$ cat src/rtl/bus_slave_pkg.sv
// Shared types for the interlocked bus slave.
// Assumes the cycle code is the 2-bit {C1,C0} field driven by the master.
package bus_slave_pkg;

    typedef enum logic [1:0] {
        CYC_READ   = 2'b00,
        CYC_RDLOCK = 2'b01,
        CYC_WRITE  = 2'b10,
        CYC_WRBYTE = 2'b11
    } cyc_t;

    typedef enum logic {
        ST_IDLE = 1'b0,
        ST_ACK  = 1'b1
    } hs_state_t;

endpackage

$ cat src/rtl/bs_strobe_sync.sv
// Multi-flop synchroniser for the asynchronous master strobe.
// Assumes STAGES >= 2; the output lags the input by STAGES clock edges.
module bs_strobe_sync #(
    parameter int STAGES = 2
) (
    input  logic clk,
    input  logic rst_n,
    input  logic async_in,
    output logic sync_out
);

    logic [STAGES-1:0] chain_q;

    // Shift the raw strobe through the flop chain.
    always_ff @(posedge clk) begin
        if (!rst_n) chain_q <= '0;
        else        chain_q <= {chain_q[STAGES-2:0], async_in};
    end

    assign sync_out = chain_q[STAGES-1];

endmodule

$ cat src/rtl/bs_addr_decode.sv
// Address window decoder: flags a hit, and splits out the register index and byte lane.
// Assumes NREG and NBYTES are powers of two and BASE is aligned to the window size.
module bs_addr_decode #(
    parameter int                  ADDR_W = 18,
    parameter int                  NREG   = 8,
    parameter int                  NBYTES = 2,
    parameter logic [ADDR_W-1:0]   BASE   = 18'h3FF80,
    localparam int                 IDX_W  = $clog2(NREG),
    localparam int                 LANE_W = $clog2(NBYTES)
) (
    input  logic [ADDR_W-1:0] addr,
    output logic              hit,
    output logic [IDX_W-1:0]  idx,
    output logic [LANE_W-1:0] lane
);

    localparam int WIN_LSB = IDX_W + LANE_W;

    // Compare the upper bits with the base and slice out the index and lane.
    always_comb begin
        hit  = (addr[ADDR_W-1:WIN_LSB] == BASE[ADDR_W-1:WIN_LSB]);
        idx  = addr[WIN_LSB-1:LANE_W];
        lane = addr[LANE_W-1:0];
    end

endmodule

$ cat src/rtl/bs_reg_bank.sv
// Peripheral register storage with per-byte write enables and a combinational read port.
// Assumes at most one write per clock.
module bs_reg_bank #(
    parameter int  DATA_W = 16,
    parameter int  NREG   = 8,
    localparam int NBYTES = DATA_W / 8,
    localparam int IDX_W  = $clog2(NREG)
) (
    input  logic              clk,
    input  logic              rst_n,
    input  logic              wr_en,
    input  logic [IDX_W-1:0]  wr_idx,
    input  logic [NBYTES-1:0] wr_mask,
    input  logic [DATA_W-1:0] wr_data,
    input  logic [IDX_W-1:0]  rd_idx,
    output logic [DATA_W-1:0] rd_data
);

    logic [DATA_W-1:0] regs_q [NREG];
    logic [DATA_W-1:0] merged;

    // Build the written word lane by lane from old contents and new data.
    for (genvar b = 0; b < NBYTES; b++) begin : g_lane
        assign merged[b*8 +: 8] = wr_mask[b] ? wr_data[b*8 +: 8] : regs_q[wr_idx][b*8 +: 8];
    end

    // Clear on reset, otherwise store the merged word into the addressed register.
    always_ff @(posedge clk) begin
        if (!rst_n) begin
            for (int i = 0; i < NREG; i++) regs_q[i] <= '0;
        end else if (wr_en) begin
            regs_q[wr_idx] <= merged;
        end
    end

    assign rd_data = regs_q[rd_idx];

endmodule

$ cat src/rtl/bus_slave_regs.sv
// Slave register interface for an asynchronous interlocked bus.
// The strobe is synchronised, the access is done once per strobe, and the acknowledge
// is held until the strobe falls. A paused read locks the slave to one register
// until a write to it arrives. Assumes the master keeps address, code and data
// stable from before its strobe rises until it sees the acknowledge.
module bus_slave_regs
    import bus_slave_pkg::*;
#(
    parameter int                ADDR_W = 18,
    parameter int                DATA_W = 16,
    parameter int                NREG   = 8,
    parameter logic [ADDR_W-1:0] BASE   = 18'h3FF80,
    parameter int                SYNC_N = 2
) (
    input  logic              clk,
    input  logic              rst_n,
    input  logic [ADDR_W-1:0] bus_addr,
    input  logic [1:0]        bus_ctl,
    input  logic [DATA_W-1:0] bus_wdata,
    input  logic              bus_msync,
    output logic [DATA_W-1:0] bus_rdata,
    output logic              bus_ssync
);

    localparam int NBYTES = DATA_W / 8;
    localparam int IDX_W  = $clog2(NREG);
    localparam int LANE_W = $clog2(NBYTES);

    logic              strb_s;
    logic              hit;
    logic [IDX_W-1:0]  idx;
    logic [LANE_W-1:0] lane;
    logic [DATA_W-1:0] rd_word;
    hs_state_t         state_q;
    logic              lock_q;
    logic [IDX_W-1:0]  lock_idx_q;
    logic [DATA_W-1:0] rdata_q;
    cyc_t              cyc;
    logic              is_wr;
    logic              lock_ok;
    logic              accept;
    logic [NBYTES-1:0] wmask;

    bs_strobe_sync #(.STAGES(SYNC_N)) u_sync (
        .clk      (clk),
        .rst_n    (rst_n),
        .async_in (bus_msync),
        .sync_out (strb_s)
    );

    bs_addr_decode #(.ADDR_W(ADDR_W), .NREG(NREG), .NBYTES(NBYTES), .BASE(BASE)) u_dec (
        .addr (bus_addr),
        .hit  (hit),
        .idx  (idx),
        .lane (lane)
    );

    // Decide whether the pending strobe may be served now, and with which byte mask.
    always_comb begin
        cyc     = cyc_t'(bus_ctl);
        is_wr   = (cyc == CYC_WRITE) || (cyc == CYC_WRBYTE);
        lock_ok = !lock_q || (is_wr && (idx == lock_idx_q));
        accept  = (state_q == ST_IDLE) && strb_s && hit && lock_ok;
        wmask   = (cyc == CYC_WRBYTE) ? NBYTES'(1) << lane : '1;
    end

    bs_reg_bank #(.DATA_W(DATA_W), .NREG(NREG)) u_bank (
        .clk     (clk),
        .rst_n   (rst_n),
        .wr_en   (accept && is_wr),
        .wr_idx  (idx),
        .wr_mask (wmask),
        .wr_data (bus_wdata),
        .rd_idx  (idx),
        .rd_data (rd_word)
    );

    // Handshake sequencing, read data capture and read-modify-write lock.
    always_ff @(posedge clk) begin
        if (!rst_n) begin
            state_q    <= ST_IDLE;
            lock_q     <= 1'b0;
            lock_idx_q <= '0;
            rdata_q    <= '0;
        end else if (accept) begin
            state_q <= ST_ACK;
            if (!is_wr) rdata_q <= rd_word;
            if (cyc == CYC_RDLOCK) begin
                lock_q     <= 1'b1;
                lock_idx_q <= idx;
            end else if (is_wr) begin
                lock_q <= 1'b0;
            end
        end else if (state_q == ST_ACK && !strb_s) begin
            state_q <= ST_IDLE;
        end
    end

    assign bus_ssync = (state_q == ST_ACK);
    assign bus_rdata = rdata_q;

endmodule

$ cat config.mk
export PLATFORM = sky130hd
export DESIGN_NAME = bus_slave_regs
export DESIGN_NICKNAME = d
export VERILOG_FILES = /design/src/rtl/bus_slave_pkg.sv /design/src/rtl/bs_strobe_sync.sv /design/src/rtl/bs_addr_decode.sv /design/src/rtl/bs_reg_bank.sv /design/src/rtl/bus_slave_regs.sv
export SDC_FILE = /design/constraint.sdc
export NUM_CORES = 1
export LEC_CHECK = 0
export BUFFER_PORTS_ARGS = -buffer_cell sky130_fd_sc_hd__buf_4
export CAP_MARGIN = 20
export CORE_ASPECT_RATIO = 2
export CORE_MARGIN = 8
export CORE_UTILIZATION = 33
export CTS_CLUSTER_DIAMETER = 100
export CTS_CLUSTER_SIZE = 24
export DETAILED_ROUTE_END_ITERATION = 6
export PLACE_DENSITY = 0.58
export SLEW_MARGIN = 30
export SYNTH_ARGS = -nofsm -noshare
export SYNTH_HDL_FRONTEND = slang
export SYNTH_SLANG_ARGS = --single-unit
$ cat constraint.sdc
create_clock -name clk -period 2.82 [get_ports clk]
set_input_delay 0.282 -clock clk [delete_from_list [all_inputs] [get_ports clk]]
set_output_delay 0.282 -clock clk [all_outputs]
set_load 0.1 [all_outputs]
==> impl_results.md <==
* Worst slew slack as a fraction of its limit at 50.9%
* Most area-consuming cells after synthesis: sky130_fd_sc_hd__edfxtp_1, sky130_fd_sc_hd__dfxtp_1, sky130_fd_sc_hd__nor3_1
* Worst Path Class, Setup: reg2reg
* Initial standard-cell utilization of the core at 33.3%
* Post-detailed-route via-to-cell ratio at 5.51
* TritonCTS clock tree: yes
* Result of the run: finished clean
* Class of the worst hold path: in2reg
* Later-pin clock latency in the skew report at 0.42 ns
* Slew Limit Fails at 0
* Cts hold-fix bufs at 0
* Most instantiated flip-flop cell in the synthesis netlist: sky130_fd_sc_hd__edfxtp_1
* VDD IR max at 0.306 mV
* Total wirelength of the detailed-routed design at 21,100 microns
* Combinational Power Share at 8.3%
* Final worst path period need at 2.34 ns
* Global routing usage summed across all routing layers at 16.0%
* Clock share of power at 42.7%
* Top cell type's share of synthesized area at 54.2%
* Area of the core at 21,300 sq um
* Warnings from Yosys at 0
* Number of flops mapped to enable cells by yosys at 128
* Endpoints failing setup at 0
* Maximum clock rate at 428 MHz
* Total of max-cap violations at 0
* Register clock-pin slew on the reported worst setup and hold paths at 0.06 ns
* Worst r2r path cells at 6
* P_int at 3880 uW
* Net Count, Synth at 614
* Number of global-route vias before repair at 5,179
* Estimated wirelength of the detail-placed design at 13,800 microns
* Commonest non-fill, non-tap cell in the layout: sky130_fd_sc_hd__edfxtp_1
* Worst-Margin Slew at 0.734 ns
* Fraction of final layout cells with drive strength greater than 1 at 27.0%
* Cts repair resizes at 0
* Sequential cell fraction of total power at 49.1%
* Horiz. Die Dim at 120 microns
* Worst hold slack at 0.0807 ns
* Sequential area share after synthesis at 60.7%
* DRC violations left at 0
* Arrival time reported for the critical path endpoint at 2.57 ns
* Post-synthesis average cell area at 12.3 sq um
* Routability-driven placement congestion ratio at 0.833
* Pre-antenna DRT Iters at 5
* Count of nets left with antenna violations after detail routing at 0
* WL per Instance at 22.4 microns
* Cell count after synthesis at 575
* # Post-CTS Setup Buffers at 0
* Worst EP required at 3.06 ns
* Category of the worst setup path capture point: flip-flop
* Top Ports at 56
* Number of H-tree branching levels at 4
* Power dissipated by switching net loads at 1190 uW
* Die ar. at 26,700 sq um
* Startpoint class of the critical path: flip-flop
* CTS sink count at 151
* Area delta synth->final at 19.4%
* Sum Neg Setup Slack at 0 ns
* Leakage dissipation at 0.00316 uW
* Total congestion overflow at 0
* Power density of the placed cells at 600 nW/um^2
* Ratio of final minimum period to clock period at 82.8%
* Hold Path Cell Cnt at 2
* Setup repair after global routing missed its margin: false
* Switching power share of the total at 23.5%
* Diodes inserted at 0
* Die height at 223 microns
* Std cell rows at 76
* Port Buf Inserts at 55
* Number of distinct standard cells referenced by the synthesized netlist at 63
* Proportion of register bits with asynchronous set or reset after synthesis at 0%
* First-iteration detailed-routing DRC count at 488
* Most frequent cells in the layout: sky130_fd_sc_hd__edfxtp_1, sky130_fd_sc_hd__buf_4, sky130_fd_sc_hd__nor3_1, sky130_fd_sc_hd__nor2_1, sky130_fd_sc_hd__mux2i_1
* Number of buffers added by the clock tree synthesis step at 17
* Final hold violation count at 0
* Antenna violations before repair at 0
* Final net count at 692
* Largest fanout on the critical path at 16
* Cell type with the highest aggregate area in the netlist: sky130_fd_sc_hd__edfxtp_1
* CTS Root Buffer Type: sky130_fd_sc_hd__clkbuf_16
* Pin count of the biggest net entering global routing at 39
* Via count at 5,170
* Worst clock skew at 0.00999 ns
* Post-synthesis cell area at 7090 sq um
* Reg2reg setup slack at 0.48 ns
* Number of storage elements in the synthesis netlist at 151
* Wire length of the first global-routing pass at 31,800 microns
* Buffer depth of the longest clock path at 2
==> sequential cells by signal, indices dropped and copies added, names as in the netlist <==
name            cells
u_bank.regs_q     128
bus_rdata          16
bus_ssync           1
lock_idx_q          3
u_sync.chain_q      2
lock_q              1
==> layer usage <==
layer  vias to the layer above  track usage (%)  routed length, microns  share of wire (%)
met1                      2517             21.1                    9010                 43
li1                       2348                -                       -                  -
met3                        34             3.77                    1880                8.9
met4                         0             5.47                     514                2.4
met2                       271             25.0                    9660                 46
met5                         -                0                       0                  0
==> critical path, stage by stage (launching register included) <==
cell and delay, ns:
sky130_fd_sc_hd__dfxtp_1 0.32, sky130_fd_sc_hd__nand4bb_1 0.18, sky130_fd_sc_hd__nor4_2 0.42, sky130_fd_sc_hd__a21boi_4 0.41, sky130_fd_sc_hd__buf_4 0.24, sky130_fd_sc_hd__nand3_4 0.29
sky130_fd_sc_hd__nor3_1 0.29
==> cell families (layout without fill, tap and decap cells) <==
kind of cell | count (synthesis) | count (layout) | synth area share (%)
muxes | 46 | 46 | 7.34
DFF | 151 | 151 | 60.7
xor gates and xnor gates | 3 | 3 | 0.371
buffers and inverters | 41 | 132 | 4.02
and+or+nand+nor | 247 | 247 | 18.2
AOI/OAI and AO/OA | 87 | 87 | 9.36
==> metrics by stage <==
step / std cells / setup slack (ns) / utilization, % / total power (uW) / instance area (sq um)
after floorplan: 575 / -0.233 / - / 2780 / 7100
after global placement: 907 / 0.400 / 37.1 / 2950 / 7910
after detailed placement: 907 / 0.378 / 37.1 / 2960 / 7910
after CTS: 939 / 0.436 / 39.7 / 5100 / 8460
after global routing: 939 / 0.307 / 39.7 / 5200 / 8460
final: 939 / 0.485 / 39.7 / 5070 / 8460
==> synthesized netlist by cell type, types with 4 or more instances <==
library cell               count
sky130_fd_sc_hd__nor2_1       74
sky130_fd_sc_hd__dfxtp_1      23
sky130_fd_sc_hd__a22oi_1       4
sky130_fd_sc_hd__nand3_4       4
sky130_fd_sc_hd__nor2_2        5
sky130_fd_sc_hd__clkbuf_1      7
sky130_fd_sc_hd__mux2i_1      28
sky130_fd_sc_hd__buf_4         5
sky130_fd_sc_hd__o221ai_1      5
sky130_fd_sc_hd__buf_6        10
sky130_fd_sc_hd__buf_2        11
sky130_fd_sc_hd__a21oi_1      13
sky130_fd_sc_hd__nand2_1      25
sky130_fd_sc_hd__and2_1        6
sky130_fd_sc_hd__a22o_1        5
sky130_fd_sc_hd__o22ai_1       4
sky130_fd_sc_hd__inv_1         4
sky130_fd_sc_hd__o21ai_0      25
sky130_fd_sc_hd__mux2_2       14
sky130_fd_sc_hd__nor2b_1       4
sky130_fd_sc_hd__a211oi_1      6
sky130_fd_sc_hd__edfxtp_1    128
sky130_fd_sc_hd__nand3_1       7
sky130_fd_sc_hd__nor3_1       86
sky130_fd_sc_hd__and3_1        5
==> area by class of cell <==
type	count	area (sq um)
tap	273	342
sequential	151	4300
clock buffer	21	460
multi-input combinational	383	2530
inverter	5	18.8
timing repair buffer	95	713
clock inverter	11	96.3
fill	2093	12800
==> power groups by stage <==
stage	sequential (uW)	combinational, uW	clock [uW]
floorplan	2530	250	0
global placement	2540	413	0
detailed placement	2540	418	0
CTS	2490	420	2190
global route	2500	447	2260
finish	2490	419	2160
==> final timing paths <==
kind                                  start                                 to
setup / recovery     bus_ssync$_SDFFE_PN0P_  u_bank.regs_q[5][2]$_SDFFCE_PN0P_
hold / removal                    bus_msync       u_sync.chain_q[0]$_SDFF_PN0_
setup reg to reg     bus_ssync$_SDFFE_PN0P_  u_bank.regs_q[5][2]$_SDFFCE_PN0P_
hold reg to reg   bus_rdata[0]$_SDFFE_PN0P_          bus_rdata[0]$_SDFFE_PN0P_
No activity file was read; power rests on OpenSTA's default activity.
